## src/rtl/sport_pkg.sv

```systemverilog
package sport_pkg;

    typedef enum logic [1:0] {
        MODE_SHIFT  = 2'b00,
        MODE_UART8  = 2'b01,
        MODE_UART9F = 2'b10,
        MODE_UART9V = 2'b11
    } sport_mode_e;

    typedef struct packed {
        logic fe;
        logic sm0;
        logic sm1;
        logic sm2;
        logic ren;
        logic tb8;
        logic rb8;
        logic ti;
        logic ri;
    } sport_ctrl_t;

endpackage

```

## src/rtl/sport_tickgen.sv

```systemverilog
module sport_tickgen
    import sport_pkg::*;
(
    input  logic        clk,
    input  logic        rst_n,
    input  sport_mode_e mode,
    input  logic        baud_tick,
    input  logic        div_sel,
    output logic        os_tick
);

    logic tog_d, tog_q;

    always_comb begin
        tog_d = ~tog_q;
        case (mode)
            MODE_UART9F: os_tick = div_sel ? 1'b1 : tog_q;
            default:     os_tick = baud_tick;
        endcase
    end

    always_ff @(posedge clk or negedge rst_n) begin
        if (!rst_n) tog_q <= 1'b0;
        else        tog_q <= tog_d;
    end

endmodule

```

## src/rtl/sport_tx.sv

```systemverilog
module sport_tx
    import sport_pkg::*;
#(
    parameter int DATA_W  = 8,
    parameter int OS_RATE = 16,
    parameter int M0_DIV  = 6
) (
    input  logic              clk,
    input  logic              rst_n,
    input  sport_mode_e       mode,
    input  logic              tb8,
    input  logic              os_tick,
    input  logic              start,
    input  logic [DATA_W-1:0] data,
    output logic              txd_ser,
    output logic              m0_dout,
    output logic              m0_sclk,
    output logic              m0_active,
    output logic              busy,
    output logic              ti_set
);

    localparam int FRAME_W = DATA_W + 3;
    localparam int IDX_W   = $clog2(FRAME_W);
    localparam int CNT_W   = $clog2(OS_RATE);
    localparam int PH_W    = $clog2(M0_DIV);

    typedef enum logic [1:0] {TX_IDLE, TX_ASYNC, TX_SHIFT} tx_state_e;

    typedef struct packed {
        tx_state_e          st;
        logic [FRAME_W-1:0] frame;
        logic [IDX_W-1:0]   idx;
        logic [CNT_W-1:0]   cnt;
        logic [PH_W-1:0]    ph;
        logic               ti;
    } tx_regs_t;

    tx_regs_t q, d;
    logic nine;
    logic [IDX_W-1:0] last;

    always_comb begin
        nine = mode[1];
        last = nine ? IDX_W'(FRAME_W - 1) : IDX_W'(FRAME_W - 2);
        d    = q;
        d.ti = 1'b0;
        case (q.st)
            TX_IDLE: begin
                if (start) begin
                    d.idx = '0;
                    d.cnt = '0;
                    d.ph  = '0;
                    if (mode == MODE_SHIFT) begin
                        d.st    = TX_SHIFT;
                        d.frame = {3'b000, data};
                    end else begin
                        d.st    = TX_ASYNC;
                        d.frame = {1'b1, (nine ? tb8 : 1'b1), data, 1'b0};
                    end
                end
            end
            TX_ASYNC: begin
                if (os_tick) begin
                    if (q.cnt == CNT_W'(OS_RATE - 1)) begin
                        d.cnt = '0;
                        if (q.idx == last) begin
                            d.st = TX_IDLE;
                        end else begin
                            d.idx = q.idx + IDX_W'(1);
                            // flag rises together with the stop bit
                            d.ti  = ((q.idx + IDX_W'(1)) == last);
                        end
                    end else begin
                        d.cnt = q.cnt + CNT_W'(1);
                    end
                end
            end
            TX_SHIFT: begin
                if (q.ph == PH_W'(M0_DIV - 1)) begin
                    d.ph = '0;
                    if (q.idx == IDX_W'(DATA_W - 1)) begin
                        d.st = TX_IDLE;
                        d.ti = 1'b1;
                    end else begin
                        d.idx = q.idx + IDX_W'(1);
                    end
                end else begin
                    d.ph = q.ph + PH_W'(1);
                end
            end
            default: d.st = TX_IDLE;
        endcase
    end

    always_ff @(posedge clk or negedge rst_n) begin
        if (!rst_n) q <= '0;
        else        q <= d;
    end

    assign txd_ser   = (q.st == TX_ASYNC) ? q.frame[q.idx] : 1'b1;
    assign m0_active = (q.st == TX_SHIFT);
    assign m0_dout   = q.frame[q.idx];
    assign m0_sclk   = (q.ph >= PH_W'(M0_DIV / 2));
    assign busy      = (q.st != TX_IDLE);
    assign ti_set    = q.ti;

endmodule

```

## src/rtl/sport_rx.sv

```systemverilog
module sport_rx
    import sport_pkg::*;
#(
    parameter int DATA_W  = 8,
    parameter int OS_RATE = 16,
    parameter int M0_DIV  = 6
) (
    input  logic              clk,
    input  logic              rst_n,
    input  sport_mode_e       mode,
    input  logic              ren,
    input  logic              ri,
    input  logic              tx_busy,
    input  logic              os_tick,
    input  logic              rxd_in,
    output logic              done,
    output logic [DATA_W-1:0] data,
    output logic              ninth,
    output logic              stop,
    output logic              busy,
    output logic              m0_sclk,
    output logic              m0_active
);

    localparam int FRAME_W = DATA_W + 3;
    localparam int IDX_W   = $clog2(FRAME_W);
    localparam int CNT_W   = $clog2(OS_RATE);
    localparam int PH_W    = $clog2(M0_DIV);
    localparam int MID     = OS_RATE / 2 - 1;

    typedef enum logic [1:0] {RX_IDLE, RX_ASYNC, RX_SHIFT} rx_state_e;

    typedef struct packed {
        rx_state_e          st;
        logic [1:0]         sync;
        logic               prev;
        logic [FRAME_W-1:0] bits;
        logic [IDX_W-1:0]   idx;
        logic [CNT_W-1:0]   cnt;
        logic [PH_W-1:0]    ph;
        logic [1:0]         votes;
        logic               done;
    } rx_regs_t;

    rx_regs_t q, d;
    logic line;
    logic vote;
    logic [1:0] vsum;
    logic [IDX_W-1:0] last;

    always_comb begin
        line   = q.sync[1];
        last   = mode[1] ? IDX_W'(FRAME_W - 1) : IDX_W'(FRAME_W - 2);
        vsum   = q.votes + {1'b0, line};
        vote   = vsum[1];
        d      = q;
        d.done = 1'b0;
        d.sync = {q.sync[0], rxd_in};
        d.prev = line;
        case (q.st)
            RX_IDLE: begin
                d.idx   = '0;
                d.cnt   = '0;
                d.ph    = '0;
                d.votes = '0;
                if (ren && mode != MODE_SHIFT && q.prev && !line) begin
                    d.st = RX_ASYNC;
                end else if (ren && mode == MODE_SHIFT && !ri && !tx_busy && !q.done) begin
                    d.st = RX_SHIFT;
                end
            end
            RX_ASYNC: begin
                if (os_tick) begin
                    if (q.cnt == CNT_W'(MID) || q.cnt == CNT_W'(MID + 1)) begin
                        d.votes = vsum;
                    end
                    if (q.cnt == CNT_W'(MID + 2)) begin
                        d.votes = '0;
                        if (q.idx == '0 && vote) begin
                            d.st = RX_IDLE;       // start bit not confirmed
                        end else begin
                            d.bits[q.idx] = vote;
                            if (q.idx == last) begin
                                d.st   = RX_IDLE;
                                d.done = 1'b1;
                            end
                        end
                    end
                    if (q.cnt == CNT_W'(OS_RATE - 1)) begin
                        d.cnt = '0;
                        d.idx = q.idx + IDX_W'(1);
                    end else begin
                        d.cnt = q.cnt + CNT_W'(1);
                    end
                end
            end
            RX_SHIFT: begin
                if (q.ph == PH_W'(M0_DIV - 1)) begin
                    d.ph = '0;
                    // synchronised value equals the pin two clocks earlier: the rising edge
                    d.bits[q.idx + IDX_W'(1)] = line;
                    if (q.idx == IDX_W'(DATA_W - 1)) begin
                        d.st   = RX_IDLE;
                        d.done = 1'b1;
                    end else begin
                        d.idx = q.idx + IDX_W'(1);
                    end
                end else begin
                    d.ph = q.ph + PH_W'(1);
                end
            end
            default: d.st = RX_IDLE;
        endcase
    end

    always_ff @(posedge clk or negedge rst_n) begin
        if (!rst_n) q <= '0;
        else        q <= d;
    end

    assign done      = q.done;
    assign data      = q.bits[DATA_W:1];
    assign ninth     = q.bits[DATA_W+1];
    assign stop      = mode[1] ? q.bits[DATA_W+2] : q.bits[DATA_W+1];
    assign busy      = (q.st != RX_IDLE);
    assign m0_active = (q.st == RX_SHIFT);
    assign m0_sclk   = (q.ph >= PH_W'(M0_DIV / 2));

endmodule

```

## src/rtl/sport_top.sv

```systemverilog
module sport_top
    import sport_pkg::*;
#(
    parameter int DATA_W  = 8,
    parameter int OS_RATE = 16,
    parameter int M0_DIV  = 6
) (
    input  logic              clk,
    input  logic              rst_n,
    input  logic              reg_wr,
    input  logic [7:0]        reg_wdata,
    input  logic              alt_sel,
    output logic [7:0]        reg_rdata,
    input  logic              tx_wr,
    input  logic [DATA_W-1:0] tx_data,
    output logic [DATA_W-1:0] rx_data,
    input  logic              baud_tick,
    input  logic              div_sel,
    input  logic              rxd_in,
    output logic              rxd_out,
    output logic              rxd_oe,
    output logic              txd
);

    typedef struct packed {
        sport_ctrl_t       ctrl;
        logic [DATA_W-1:0] rxbuf;
    } top_regs_t;

    top_regs_t q, d;
    sport_mode_e mode;
    logic os_tick;
    logic tx_ser, tx_dout, tx_sclk, tx_m0, tx_busy, tx_ti;
    logic rx_done, rx_ninth, rx_stop, rx_busy, rx_sclk, rx_m0;
    logic [DATA_W-1:0] rx_word;
    logic accept, fe_set;

    assign mode = sport_mode_e'({q.ctrl.sm0, q.ctrl.sm1});

    sport_tickgen u_tick (
        .clk       (clk),
        .rst_n     (rst_n),
        .mode      (mode),
        .baud_tick (baud_tick),
        .div_sel   (div_sel),
        .os_tick   (os_tick)
    );

    sport_tx #(.DATA_W(DATA_W), .OS_RATE(OS_RATE), .M0_DIV(M0_DIV)) u_tx (
        .clk       (clk),
        .rst_n     (rst_n),
        .mode      (mode),
        .tb8       (q.ctrl.tb8),
        .os_tick   (os_tick),
        .start     (tx_wr),
        .data      (tx_data),
        .txd_ser   (tx_ser),
        .m0_dout   (tx_dout),
        .m0_sclk   (tx_sclk),
        .m0_active (tx_m0),
        .busy      (tx_busy),
        .ti_set    (tx_ti)
    );

    sport_rx #(.DATA_W(DATA_W), .OS_RATE(OS_RATE), .M0_DIV(M0_DIV)) u_rx (
        .clk       (clk),
        .rst_n     (rst_n),
        .mode      (mode),
        .ren       (q.ctrl.ren),
        .ri        (q.ctrl.ri),
        .tx_busy   (tx_busy),
        .os_tick   (os_tick),
        .rxd_in    (rxd_in),
        .done      (rx_done),
        .data      (rx_word),
        .ninth     (rx_ninth),
        .stop      (rx_stop),
        .busy      (rx_busy),
        .m0_sclk   (rx_sclk),
        .m0_active (rx_m0)
    );

    always_comb begin
        d      = q;
        accept = 1'b0;
        fe_set = 1'b0;
        if (reg_wr) begin
            if (alt_sel) d.ctrl.fe  = reg_wdata[7];
            else         d.ctrl.sm0 = reg_wdata[7];
            d.ctrl.sm1 = reg_wdata[6];
            d.ctrl.sm2 = reg_wdata[5];
            d.ctrl.ren = reg_wdata[4];
            d.ctrl.tb8 = reg_wdata[3];
            d.ctrl.rb8 = reg_wdata[2];
            d.ctrl.ti  = reg_wdata[1];
            d.ctrl.ri  = reg_wdata[0];
        end
        // hardware events take priority over a write in the same cycle
        if (tx_ti) d.ctrl.ti = 1'b1;
        if (rx_done) begin
            case (mode)
                MODE_SHIFT: accept = 1'b1;
                MODE_UART8: begin
                    fe_set = !rx_stop;
                    accept = !q.ctrl.sm2 || rx_stop;
                    if (!q.ctrl.sm2) d.ctrl.rb8 = rx_stop;
                end
                default: begin
                    fe_set = !rx_stop;
                    accept = !q.ctrl.sm2 || rx_ninth;
                    if (accept) d.ctrl.rb8 = rx_ninth;
                end
            endcase
        end
        if (fe_set) d.ctrl.fe = 1'b1;
        if (accept) begin
            d.ctrl.ri = 1'b1;
            d.rxbuf   = rx_word;
        end
    end

    always_ff @(posedge clk or negedge rst_n) begin
        if (!rst_n) q <= '0;
        else        q <= d;
    end

    assign reg_rdata = {(alt_sel ? q.ctrl.fe : q.ctrl.sm0), q.ctrl.sm1, q.ctrl.sm2,
                        q.ctrl.ren, q.ctrl.tb8, q.ctrl.rb8, q.ctrl.ti, q.ctrl.ri};
    assign rx_data   = q.rxbuf;
    assign txd       = tx_m0 ? tx_sclk : (rx_m0 ? rx_sclk : tx_ser);
    assign rxd_out   = tx_m0 ? tx_dout : 1'b1;
    assign rxd_oe    = tx_m0;

endmodule

```

## config.mk

```make
export PLATFORM = sky130hd
export DESIGN_NAME = sport_top
export DESIGN_NICKNAME = d
export VERILOG_FILES = /design/src/rtl/sport_pkg.sv /design/src/rtl/sport_tickgen.sv /design/src/rtl/sport_tx.sv /design/src/rtl/sport_rx.sv /design/src/rtl/sport_top.sv
export SDC_FILE = /design/constraint.sdc
export NUM_CORES = 1
export LEC_CHECK = 0
export BUFFER_PORTS_ARGS = -buffer_cell sky130_fd_sc_hd__buf_2
export CAP_MARGIN = 25
export CELL_PAD_IN_SITES_DETAIL_PLACEMENT = 1
export CELL_PAD_IN_SITES_GLOBAL_PLACEMENT = 2
export CORE_AREA = 10 10 118 120
export DETAILED_ROUTE_END_ITERATION = 6
export DIE_AREA = 0 0 128 130
export GPL_TIMING_DRIVEN = 0
export PLACE_DENSITY = 0.87
export RECOVER_POWER = 50
export SYNTH_ARGS = -nofsm -noshare
export SYNTH_HDL_FRONTEND = slang
export SYNTH_SLANG_ARGS = --single-unit
export TNS_END_PERCENT = 5
```

## constraint.sdc

```tcl
create_clock -name clk -period 5.42 [get_ports clk]
set_input_delay 0.271 -clock clk [delete_from_list [all_inputs] [get_ports clk]]
set_output_delay 0.271 -clock clk [all_outputs]
set_load 0.02 [all_outputs]
```

# --- Yosys cells after proc, flatten, opt, wreduce, memory -nomap -nowiden ---
# Index checks and enable logic that the tools add are counted.
word_totals:
  mem_bits_ro: 0
  reg_bits: 73
  memories: 0
  ram_bits: 0
  latch_bits: 0
classes:
  n_eq_ne: 36
  mul: 0
  bitwise_logic: 2
  n_shift: 0
  n_reduce_logical: 48
  addsub: 7
  n_lt_le_gt_ge: 7
  n_div: 0
  n_mux: 86
ops:
  columns: ["operator", "count"]
  rows:
  - ["4-bit two-way mux", 8]
  - ["1-bit two-way mux", 31]
  - ["2-bit two-way mux", 15]
  - ["24-bit two-way mux", 1]
  - ["4-bit case mux with 3 select lines", 2]
  - ["11-bit bitwise mux", 2]
  - ["11-bit two-way mux", 2]
  - ["11-bit case mux with 2 select lines", 1]
  - ["2-bit nonzero test", 11]
  - ["19-bit two-way mux", 1]
  - ["9-bit two-way mux", 2]
  - ["4-bit by 1-bit adder with 4-bit output (second input constant)", 4]
  - ["4-bit equality test (second input constant)", 4]
  - ["2-bit by 1-bit != test with 1-bit output (second input constant)", 8]
  - ["4-bit case mux with 2 select lines", 2]
  - ["4-bit by 5-bit < comparator with 1-bit output (second input constant)", 3]
  - ["15-bit two-way mux", 1]
  - ["2-bit != test (second input constant)", 7]
  - ["13-bit two-way mux", 1]
  - ["4-bit by 3-bit equality test with 1-bit output (second input constant)", 3]
  - ["4-bit equality test", 3]
  - ["3-bit two-way mux", 4]
  - ["2-bit case mux with 3 select lines", 2]
  - ["3-bit case mux with 2 select lines", 2]
  - ["25 further kinds", 66]

# --- Longest topological paths before layout ---
# Gate-level depths: netlist of the first run.
depth:
  ltp_word: 9
  mapped_depth: 9

# --- Cells and area by module ---
# From an unflattened synthesis of the first run, not the netlist that was laid out.
hier_totals:
  cells_unflattened: 534
  area_unflattened_um2: 4880.9
modules_own_cells:
  columns: ["mod", "instances", "cells_per_inst", "area_each_um2"]
  rows:
  - ["sport_rx", 1, 253, 2209.6]
  - ["sport_tx", 1, 165, 1541.5]
  - ["sport_top", 1, 110, 1069.8]
  - ["sport_tickgen", 1, 6, 60.1]

# --- Least setup slack after synthesis of the first run ---
# Ideal clock, no wire load.
synth_timing:
  path_type: "register to register"
  startpoint: "register u_rx.q (netlist bit u_rx.d[25])"
  endpoint: "register u_rx.q (netlist bit u_rx.data[5])"
  arrival_time_ps: 2080
  path_stages_with_launch: 8
  path_buffers: 1
  t_required_ps: 5295
  slack_ps: 3215
  setup_ps: 125
  path_cell_list: "dfrtp_1 ha_1 xor2_1 a31o_1 o21a_1 buf_6 a2111oi_2 mux2_4"
synth_between:
  elab_chain_len: 6
  word_cells_on_any_way: 11
  classes_between: "1 x add/sub; 1 x eq/ne; 7 x mux; 2 x reduce/logical"
synth_rtl:
  columns: ["element", "line", "rtl"]
  rows:
  - ["from (decl)", "sport_rx.sv:45", "rx_regs_t q, d;"]
  - ["from (signal assigned)", "sport_rx.sv:117", "if (!rst_n) q <= '0;"]
  - ["from (signal assigned)", "sport_rx.sv:118", "else q <= d;"]
  - ["2-bit by 1-bit adder with 2-bit output", "sport_rx.sv:54", "vsum = q.votes + {1'b0, line};"]
  - ["11-bit bitwise mux", "sport_rx.sv:82", "d.bits[q.idx] = vote;"]
  - ["11-bit two-way mux", "sport_rx.sv:79", "if (q.idx == '0 && vote) begin"]
  - ["11-bit two-way mux", "sport_rx.sv:77", "if (q.cnt == CNT_W'(MID + 2)) begin"]
  - ["19-bit two-way mux", "sport_rx.sv:73", "if (os_tick) begin"]
  - ["11-bit case mux with 2 select lines", "sport_rx.sv:60", "case (q.st)"]
# Several ways; a longest one is shown, not always the timed one. The select of a mux whose other input is x is not followed.
# A chain may end at the register's enable or synchronous reset.

# --- Final worst setup path of the first run ---
layout_timing:
  startpoint: "register u_tx.q[9] in the netlist's numbering"
  endpoint: "output txd"
layout_between:
  elab_chain_len: 5
layout_rtl:
  columns: ["element", "line", "rtl"]
  rows:
  - ["from (decl)", "sport_tx.sv:39", "tx_regs_t q, d;"]
  - ["from (signal assigned)", "sport_tx.sv:97", "if (!rst_n) q <= '0;"]
  - ["from (signal assigned)", "sport_tx.sv:98", "else q <= d;"]
  - ["1-bit binary-select mux with 4-bit select", "sport_tx.sv:101", "assign txd_ser = (q.st == TX_ASYNC) ? q.frame[q.idx] : 1'b1;"]
  - ["1-bit two-way mux (implied by the code)", "sport_tx.sv:101", null]
  - ["1-bit two-way mux", "sport_tx.sv:101", null]
  - ["1-bit two-way mux (2 in series)", "sport_top.sv:130", "assign txd = tx_m0 ? tx_sclk : (rx_m0 ? rx_sclk : tx_ser);"]
  - ["to (decl)", "sport_top.sv:22", "output logic txd"]
# Every way passes these cells. The select of a mux whose other input is x is not followed.

==> results of run 1 <==
-- routing by layer --
| metal | wire [um] | part of all wire | vias up |
|---|---|---|---|
| met5 | 0 | 0 | - |
| met4 | 214 | 0.017 | 0 |
| met3 | 419 | 0.034 | 13 |
| met2 | 6145 | 0.50 | 51 |
| met1 | 5461 | 0.45 | 1900 |
| li1 | - | - | 1808 |
-- critical path, delay by kind of cell, from the launching register on --
family,cells,cell delay [ps]
muxes,1,370
buffers and inverters,2,570
and+or+nand+nor,2,300
AOI/OAI and AO/OA,2,460
DFF,1,350
-- cell type report --
| class | instances | share of cell area |
|---|---|---|
| multi-input cells | 342 | 0.4709 |
| flip-flops and latches | 72 | 0.3352 |
| clock buffers | 11 | 0.04702 |
| repair buffers | 44 | 0.04562 |
| plain buffers | 39 | 0.04050 |
| well taps | 147 | 0.03422 |
| clock inverters | 5 | 0.01466 |
| inverters | 17 | 0.01187 |
-- power breakdown --
group	total [mW]	switching, mW	internal, mW
logic	0.964	0.597	0.367
registers	0.745	0.103	0.642
clock network	0.664	0.237	0.427
total	2.37	0.937	1.44
-- sequential cells by signal, summed over array words and instances, names as in the netlist --
| name | count |
|---|---|
| u_rx.ninth | 1 |
| reg_rdata | 7 |
| u_rx.d | 2 |
| u_tx.q | 24 |
| u_tick.tog_q | 1 |
| rx_data | 8 |
| mode | 1 |
| q | 1 |
| u_rx.q | 17 |
| u_rx.done | 1 |
| u_tx.ti_set | 1 |
| u_rx.data | 8 |
-- logic make-up after synthesis --
logic type | count (synthesis)
simple gates | 160
buf+inv | 56
mux | 44
xor+xnor | 3
compound gates | 115
fa+ha+maj | 20
flops | 72
-- metrics by stage --
stage	setup slack (ps)	cells	cell area [sq um]	power, mW	hold slack, ps
global route	2554	677	5375	2.549	26.34
global placement	2936	659	5009	1.675	335.7
floorplan	3215	470	4614	1.435	-24.59
finish	2751	677	5375	2.374	34.70
CTS	2718	677	5380	2.397	24.09
detailed placement	2893	660	5039	1.715	244.8
-- Yosys cell counts (2+ instances only) --
cell type,count
a21o_1,2
o2bb2ai_1,4
dfrtp_1,72
a31oi_1,8
nor3b_1,10
buf_1,2
o22ai_1,2
mux2i_1,16
o211ai_1,4
nor3_1,13
a2111oi_2,3
a41o_1,2
and3_1,6
o31ai_1,5
mux2_2,17
nor4b_2,2
nor2b_1,16
a22o_1,10
a22oi_1,7
nand3b_1,5
mux2_4,9
clkbuf_1,17
o21a_1,3
nand3_1,22
xor2_1,2
buf_2,3
and3b_1,5
a21oi_1,8
nand2_1,39
a32o_1,3
inv_1,17
o21ai_0,41
ha_1,20
nor2_1,15
nand2b_1,8
nand4_1,4
buf_4,16
a21boi_0,3
and2_1,7
-- worst paths after layout --
path / from / to / slack [ps] / cells past startpoint
max: u_tx.q[9]$_DFFE_PN0P_ / txd / 2750 / 7
min: rxd_in / u_rx.d[27]$_DFF_PN0_ / 30 / 1
max reg2reg: u_rx.d[25]$_DFF_PN0_ / u_rx.data[5]$_DFFE_PN0P_ / 2890 / 7
min reg2reg: u_rx.d[27]$_DFF_PN0_ / u_rx.d[25]$_DFF_PN0_ / 350 / 0
max in group asynchronous: rst_n / rx_data[0]$_DFFE_PN0P_ / 3370 / 2
min in group asynchronous: rst_n / u_tx.q[6]$_DFFE_PN0P_ / 980 / 2
==> impl_summary.md, run 1 <==
Synthesis
The most used flip-flop cell after synthesis is dfrtp_1. The combined area of all synthesized cells is around 0.0046 sq mm. Yosys attributes the largest share of cell area to dfrtp_1 39%, ha_1 5.4%, o21ai_0 4.4%, mux2_2 4.1%, mux2i_1 3.5%. After synthesis, the mean cell area works out to 9.818 sq um.

The count of synthesis-stage warnings from yosys is 0. The cell count after synthesis came out at 470. The synthesized design spends more area on one cell type than any other, namely dfrtp_1. The count of unique library cells instantiated by Yosys is 61.

Counting flops with an async set or reset pin after synthesis yields a share of 1.000. The fraction of the mapped netlist area in simple logic gates is 0.1974. Counting flops and latches in the post-synthesis netlist gives 72. Of the total synthesized cell area, the portion taken by full adders, half adders and majority gates is 0.05423. Of the total synthesized cell area, the portion taken by XOR and XNOR cells is 0.005694. Of the post-synthesis cell area, the dominant cell type holds 0.3905. The sequential cell area fraction in the yosys report is 0.3905.

The fraction of the mapped netlist area in compound gates was 0.1784. The post-synth net total is 514. After synthesis, the largest family of logic cells by area is simple AND/OR/NAND/NOR gates.

After synthesis, the share of cell area in mux cells is 0.1128. The count of flip-flops with a built-in enable after synthesis is 0.

Global routing
The fraction of met1 tracks used by global routing is 0.1849. The number of antenna violations at the first check in global routing came to 0. The first-pass GRT wire length is about 21,000 um.

The global-route usage over all layers is 0.1542. The most congested layer reported by global routing is met2. The residual overflow from global routing is 0. For this run, global-route usage on met2 was measured as 0.2688. The met3 routing resource usage after global routing is 0.02718. The largest net degree at the start of global routing is 44.

The number of global-route vias before repair is approximately 4.1k.

Timing
For the final database, setup skew stands at 3.410 ps. The number of slew-limit violations in the final report is 30. The top achievable clock speed is 374.7 MHz. The worst max-slew margin expressed relative to the limit is -0.2352. Setup repair after global routing left no endpoint under its margin. The routed design could run at a clock period as short as 2669 ps. At the pin with the least slew margin, the transition time is approximately 1900 ps.

For the final routed database, the setup TNS stands at 0 ps. The setup-violating endpoint count in the final report is 0. The count of endpoints failing hold in the final timing report is 0. Dividing the final minimum period by the clock period gives 0.4925.

Clock tree
Buffers inserted to repair hold after CTS numbered 1. The worst-case clock buffer depth is 2. The number of buffers inserted by post-CTS setup repair is 0. The H-tree was split into 3 levels.

The number of cells upsized or downsized after cts is 0. The number of buffers created by CTS is 9. Clock-pin slew was measured on the worst setup and hold paths at 60 ps. TritonCTS built the clock tree. The tree is rooted in a clkbuf_16. The sink count of the clock tree is 72. The later pin in the worst-skew pair is clocked with a latency of ~340 ps.

Placement
The congestion estimate from routability-driven global placement came to a little over 0.8. The count of buffers from port buffering is 42. The wire-length estimate of the detail-placed layout is between 9000 and 10,000 um.

Floorplan
The vertical die dimension is 130 um. 43 I/O pins were placed. The floorplan has 40 rows. The die covers 0.01664 sq mm. The total area inside the core boundary comes to 0.01171 sq mm.

The die is ~130 um wide. For this configuration, the core starts out at a cell density of 0.3940.

Worst setup path
In this design, the stage delay of the slowest critical-path cell is about 400 ps. The worst setup path is captured at a primary output. The slowest stage of the critical path is the clkbuf_1 cell.

Walking the worst path, the cells encountered are clkbuf_1 > mux4_2 > and3b_1 > a31oi_1 > nand3b_1 > o2bb2ai_1 > buf_2. The type of the worst setup path is flip-flop to primary output. The largest fanout of any net on the critical path is 9. For the worst setup path, the data arrival time is 2400 ps. The worst setup path is launched from a flip-flop. Data on the critical path is required at its endpoint by 5150 ps.

Hold path
The tightest min-delay check is of the input pin to flip-flop type.

Detailed routing
The first TritonRoute pass finished after 4 iterations. The count of nets left with antenna violations after detail routing is 0. Using the TritonRoute via totals, the vias-per-cell ratio works out to 5.572. Across all layers, the routed design uses about 3.8k vias. For this block, the initial DRC count from the detailed router was 254.

The average detailed-routed wire length per instance is 18.08 um. For this block, the routed nets add up to ~12,000 um of wire. The number of DRC violations after detailed routing is 0.

Layout
The number of antenna diodes in the final layout is 0. In the final layout, the share of cells above drive strength 1 is 0.2189. In the final layout, flip-flops and latches occupy 0.001802 sq mm. The most common cell after layout, fill and taps aside is dfrtp_1. The area of the multi-input gates is 0.002531 sq mm. The library cells used most frequently in the layout, excluding fill and tap cells, are 72 x dfrtp_1, 43 x buf_2, 41 x o21ai_0. For this run, the share of the core covered by cells in the final layout is 0.4590. For this run, the post-layout net count is 569. The number of fillers in the final layout is 1,362.

Compared with the post-synthesis result, the final layout area differs by 16.49%.

Outcome
The final reports fail on max-capacitance violations, max-slew violations. The run finished, with violations left.

Flow run
The tool flagged a number of max-cap violations equal to 1.

Power
The worst ir drop on vdd is 197.8 uV. The leakage power figure is 2.450 nW. The ratio of total power to cell area is 441.7 mW/mm^2.
No activity file was read; power rests on OpenSTA's default activity.
==> run 2, diff against run 1 <==
- CORE_AREA: 10 10 118 120 -> 10 10 122 124
- DIE_AREA: 0 0 128 130 -> 0 0 132 134
- PLACE_DENSITY: 0.87 -> 0.82
- clock period: 5.42 -> 2.75 ns (I/O delays scaled with it)
==> run 2 against run 1 <==
Net effect: first-iteration DRC count decreased by 3.9%; register-to-register slack got worse by 2700 ps; clock skew increased by 3.3 ps; critical path depth unchanged; routed wire length increased by 1.3%; setup slack got worse by 2500 ps; die area increased by 6.3%; the flow still finishes with violations (max-capacitance violations, max-slew violations); largest cell class unchanged; combinational power increased by 98%.
==> impl_summary.md, run 2 (synthesized netlist as in run 1, its figures left out) <==
Detailed routing
The post-detailed-routing wire length is 12,390 um. The detailed router placed 3,780 vias in this run. For this run, design rule violations remaining after detail routing come to 0. After the first detailed-routing iteration, the DRC count stood at approximately 240. Dividing the detail-routed via count by the number of cells gives 5.362. The count of nets left with antenna violations after detail routing is 0.

The first TritonRoute pass finished after 5 iterations. In the final routed layout, each cell accounts on average for 17.58 um.

Layout
The synthesis-to-finish area growth is 17.06%. The finished layout holds 705 standard cells, fillers aside. The library cell used most frequently in the layout, excluding fill and tap cells, is dfrtp_1.

The number of flip-flops in the largest register is 24. The final antenna diode count is 0. Fill cells in the final layout number 1,449. Leaving out fill and tap cells, the most frequent cells in the layout are 72 x dfrtp_1, 43 x buf_2, 41 x o21ai_0. The largest registers in the layout are u_tx.q x24, u_rx.q x17.

Ranked by flip-flop count, first place goes to u_tx.q. The final layout contains 572 nets. The share of layout cells above drive strength 1 is 0.2176.

Global routing
The layer flagged by global routing as most heavily used is met2. For met1 alone, demand over resource in global routing was 0.1654. The first global-routing pass estimated around 21,000 um of wire. The number of global-route vias before repair was 4,087.

The number of antenna violations at the first check in global routing was 0. For met2 alone, demand over resource in global routing was 0.2574. Across every metal layer, demand over resource in global routing totals 0.1448. The met3 routing resource usage after global routing is 0.04070.

Entering global routing, the biggest net connects 43 pins. The residual overflow from global routing is 0.

Placement
Input and output buffers added on the ports amount to 42. OpenSTA, run right after detailed placement, puts the worst setup slack at approximately 220 ps. At the end of routability-driven placement, the weighted congestion stood at 0.8221. The number of placed instances, taps included, is 685. Summed over all nets, the half-perimeter wirelength after detailed placement is 9244 um.

Outcome
The flow ran to the end, but the final reports show violations. The checks that failed: max-capacitance violations, max-slew violations.

Clock tree
The tree is rooted in a clkbuf_16. The worst-case clock buffer depth is 2. The tree built by TritonCTS fans out to 72 sinks. The number of H-tree levels is 3. The clock insertion delay at the later pin of the skew report is ~350 ps. Clock tree synthesis inserted a total of 9 buffers. TritonCTS built the clock tree. After clock tree synthesis, the setup repair step added 0 buffers.

Clock-pin slew was measured on the worst setup and hold paths at 60 ps.

Power
The ratio of total power to cell area is 845.8 mW/mm^2. The analysis attributes to cell leakage a power of 2.433 nW. Across the VDD grid, the largest voltage drop is ~480 uV.

Worst setup path
The arrival time of the worst setup path is 2400 ps. The worst register-to-register path begins at u_rx.d[25]$_DFF_PN0_. Traced cell by cell, the critical path runs through clkbuf_1 > mux4_2 > and3b_1 > a31oi_1 > nand3b_1 > o2bb2ai_1 > buf_2. The worst setup path is of the flip-flop to primary output kind. The required time reported for the critical path endpoint is 2610 ps. The largest single stage delay on the critical path is 400 ps.

The number of cells on the worst reg-to-reg path is 7. The largest fanout of any net on the critical path is 9. The worst register-to-register path ends at u_rx.data[4]$_DFFE_PN0P_. The worst setup path is launched from a flip-flop. The setup slack on the worst flop-to-flop path is 230 ps. The endpoint class of the critical path is a primary output. The cell type of the slowest stage on the worst timing path is mux4_2.

Hold path
The end point of the worst hold path is reg_rdata[6]$_DFFE_PN0P_. The startpoint of the most critical hold path is reg_wdata[6]. The worst hold path was traced through 2 stages. In this run the worst hold path is classified as input pin to flip-flop.

Timing
Based on the critical path, the design can be clocked at up to 393.5 MHz. The post-layout worst setup margin is between 200 and 250 ps. The count of endpoints failing hold in the final timing report is 0. After routing, the total negative slack on setup checks comes to 0 ps. In this run the tightest slew margin relative to its limit is -0.2168. Setup violations remaining at the end of the flow were counted as 0. Across the routed clock network, the largest skew measured is 6.753 ps.

The post-route fraction of the period consumed by the critical path is 0.9242. Setup repair after global routing left no endpoint under its margin. The minimum clock period is 2542 ps.

The number of slew-limit violations in the final report was 31. The slew at the pin with the worst max-slew slack is 1825 ps.

Flow run
The number of max-cap violations is 1.

Floorplan
The floorplan step defined a die boundary enclosing approximately 0.018 sq mm. After floorplanning, the core was sized to cover ~0.012 sq mm. The vertical die dimension is approximately 130 um. During I/O placement, the number of pins put on the boundary was 43. The floorplan step set the die width to between 100 and 150 um. The initial core utilization is 0.3702. After floorplanning, the core was divided into 41 placement rows.
## run 2: changes by cell type in the layout (fill, tap and decap cells not counted)
cell           delta
clkinv_2          -1
clkinv_4          -1
buf_16            -1
bufinv_16         -1
clkbuf_1          +1
clkbuf_8          -2
dlygate4sd3_1     +3
buf_12            +1
clkinvlp_4        +2
xor2_1            -1
xor2_2            +1
inv_6             +2
## run 2: worst max path at each step
| stage | startpoint | endpoint | slack (ps) |
|---|---|---|---|
| 2_1_floorplan | u_rx.d[25]$_DFF_PN0_ | u_rx.data[5]$_DFFE_PN0P_ | 540 |
| 3_3_place_gp | u_rx.d[25]$_DFF_PN0_ | u_rx.data[2]$_DFFE_PN0P_ | 250 |
| 3_5_place_dp | u_rx.d[25]$_DFF_PN0_ | u_rx.data[2]$_DFFE_PN0P_ | 220 |
| 4_1_cts | u_tx.q[9]$_DFFE_PN0P_ | txd | 130 |
| 5_1_grt | u_tx.q[9]$_DFFE_PN0P_ | txd | 20 |
| 6_report | u_tx.q[9]$_DFFE_PN0P_ | txd | 210 |
## run 2: metrics by stage
step / util / total power, mW / cell area [sq um] / hold WS (ps)
final: 0.4333 / 4.569 / 5401 / 24.76
after global routing: 0.4333 / 4.927 / 5401 / 12.79
after CTS: 0.4331 / 4.637 / 5399 / 6.682
after detailed placement: 0.4061 / 3.394 / 5062 / 116.0
after global placement: 0.4043 / 3.312 / 5040 / 248.4
after floorplan: - / 2.827 / 4614 / -158.1
## run 2: critical path: cells and delay by family (launching register included)
family,cells,cell delay [ps]
multiplexers,1,400
AND/OR/NAND/NOR,2,300
buffers and inverters,2,560
AO/OA/AOI/OAI,2,440
flip-flops,1,350
## run 2: timing repair
action / CTS / global route
setup endpoints to repair: 0 / 1
gates resized for setup: 0 / 1
hold buffers: 4 / 0
hold endpoints to repair: 33 / 0
## run 2: cell type report
type,instances,area [sq um],share of cell area
clock buffers,10,229.0,0.04239
plain buffers,39,217.7,0.04031
multi-input cells,342,2539,0.4700
clock inverters,6,67.56,0.01251
well taps,172,215.2,0.03984
repair buffers,47,267.8,0.04957
inverters,17,63.81,0.01181
flip-flops and latches,72,1802,0.3336
## run 2: per-layer routing
metal	part of all wire	wire [um]
met4	0.014	169
met3	0.030	366
met1	0.44	5513
met2	0.51	6343
met5	0	0
## run 2: where the power goes
| part | leakage, nW | internal, mW | total, mW | switching [mW] |
|---|---|---|---|---|
| clock network | 0.139 | 0.707 | 1.19 | 0.485 |
| logic | 1.35 | 0.728 | 1.91 | 1.18 |
| registers | 0.944 | 1.27 | 1.47 | 0.200 |
| total | 2.43 | 2.70 | 4.57 | 1.87 |
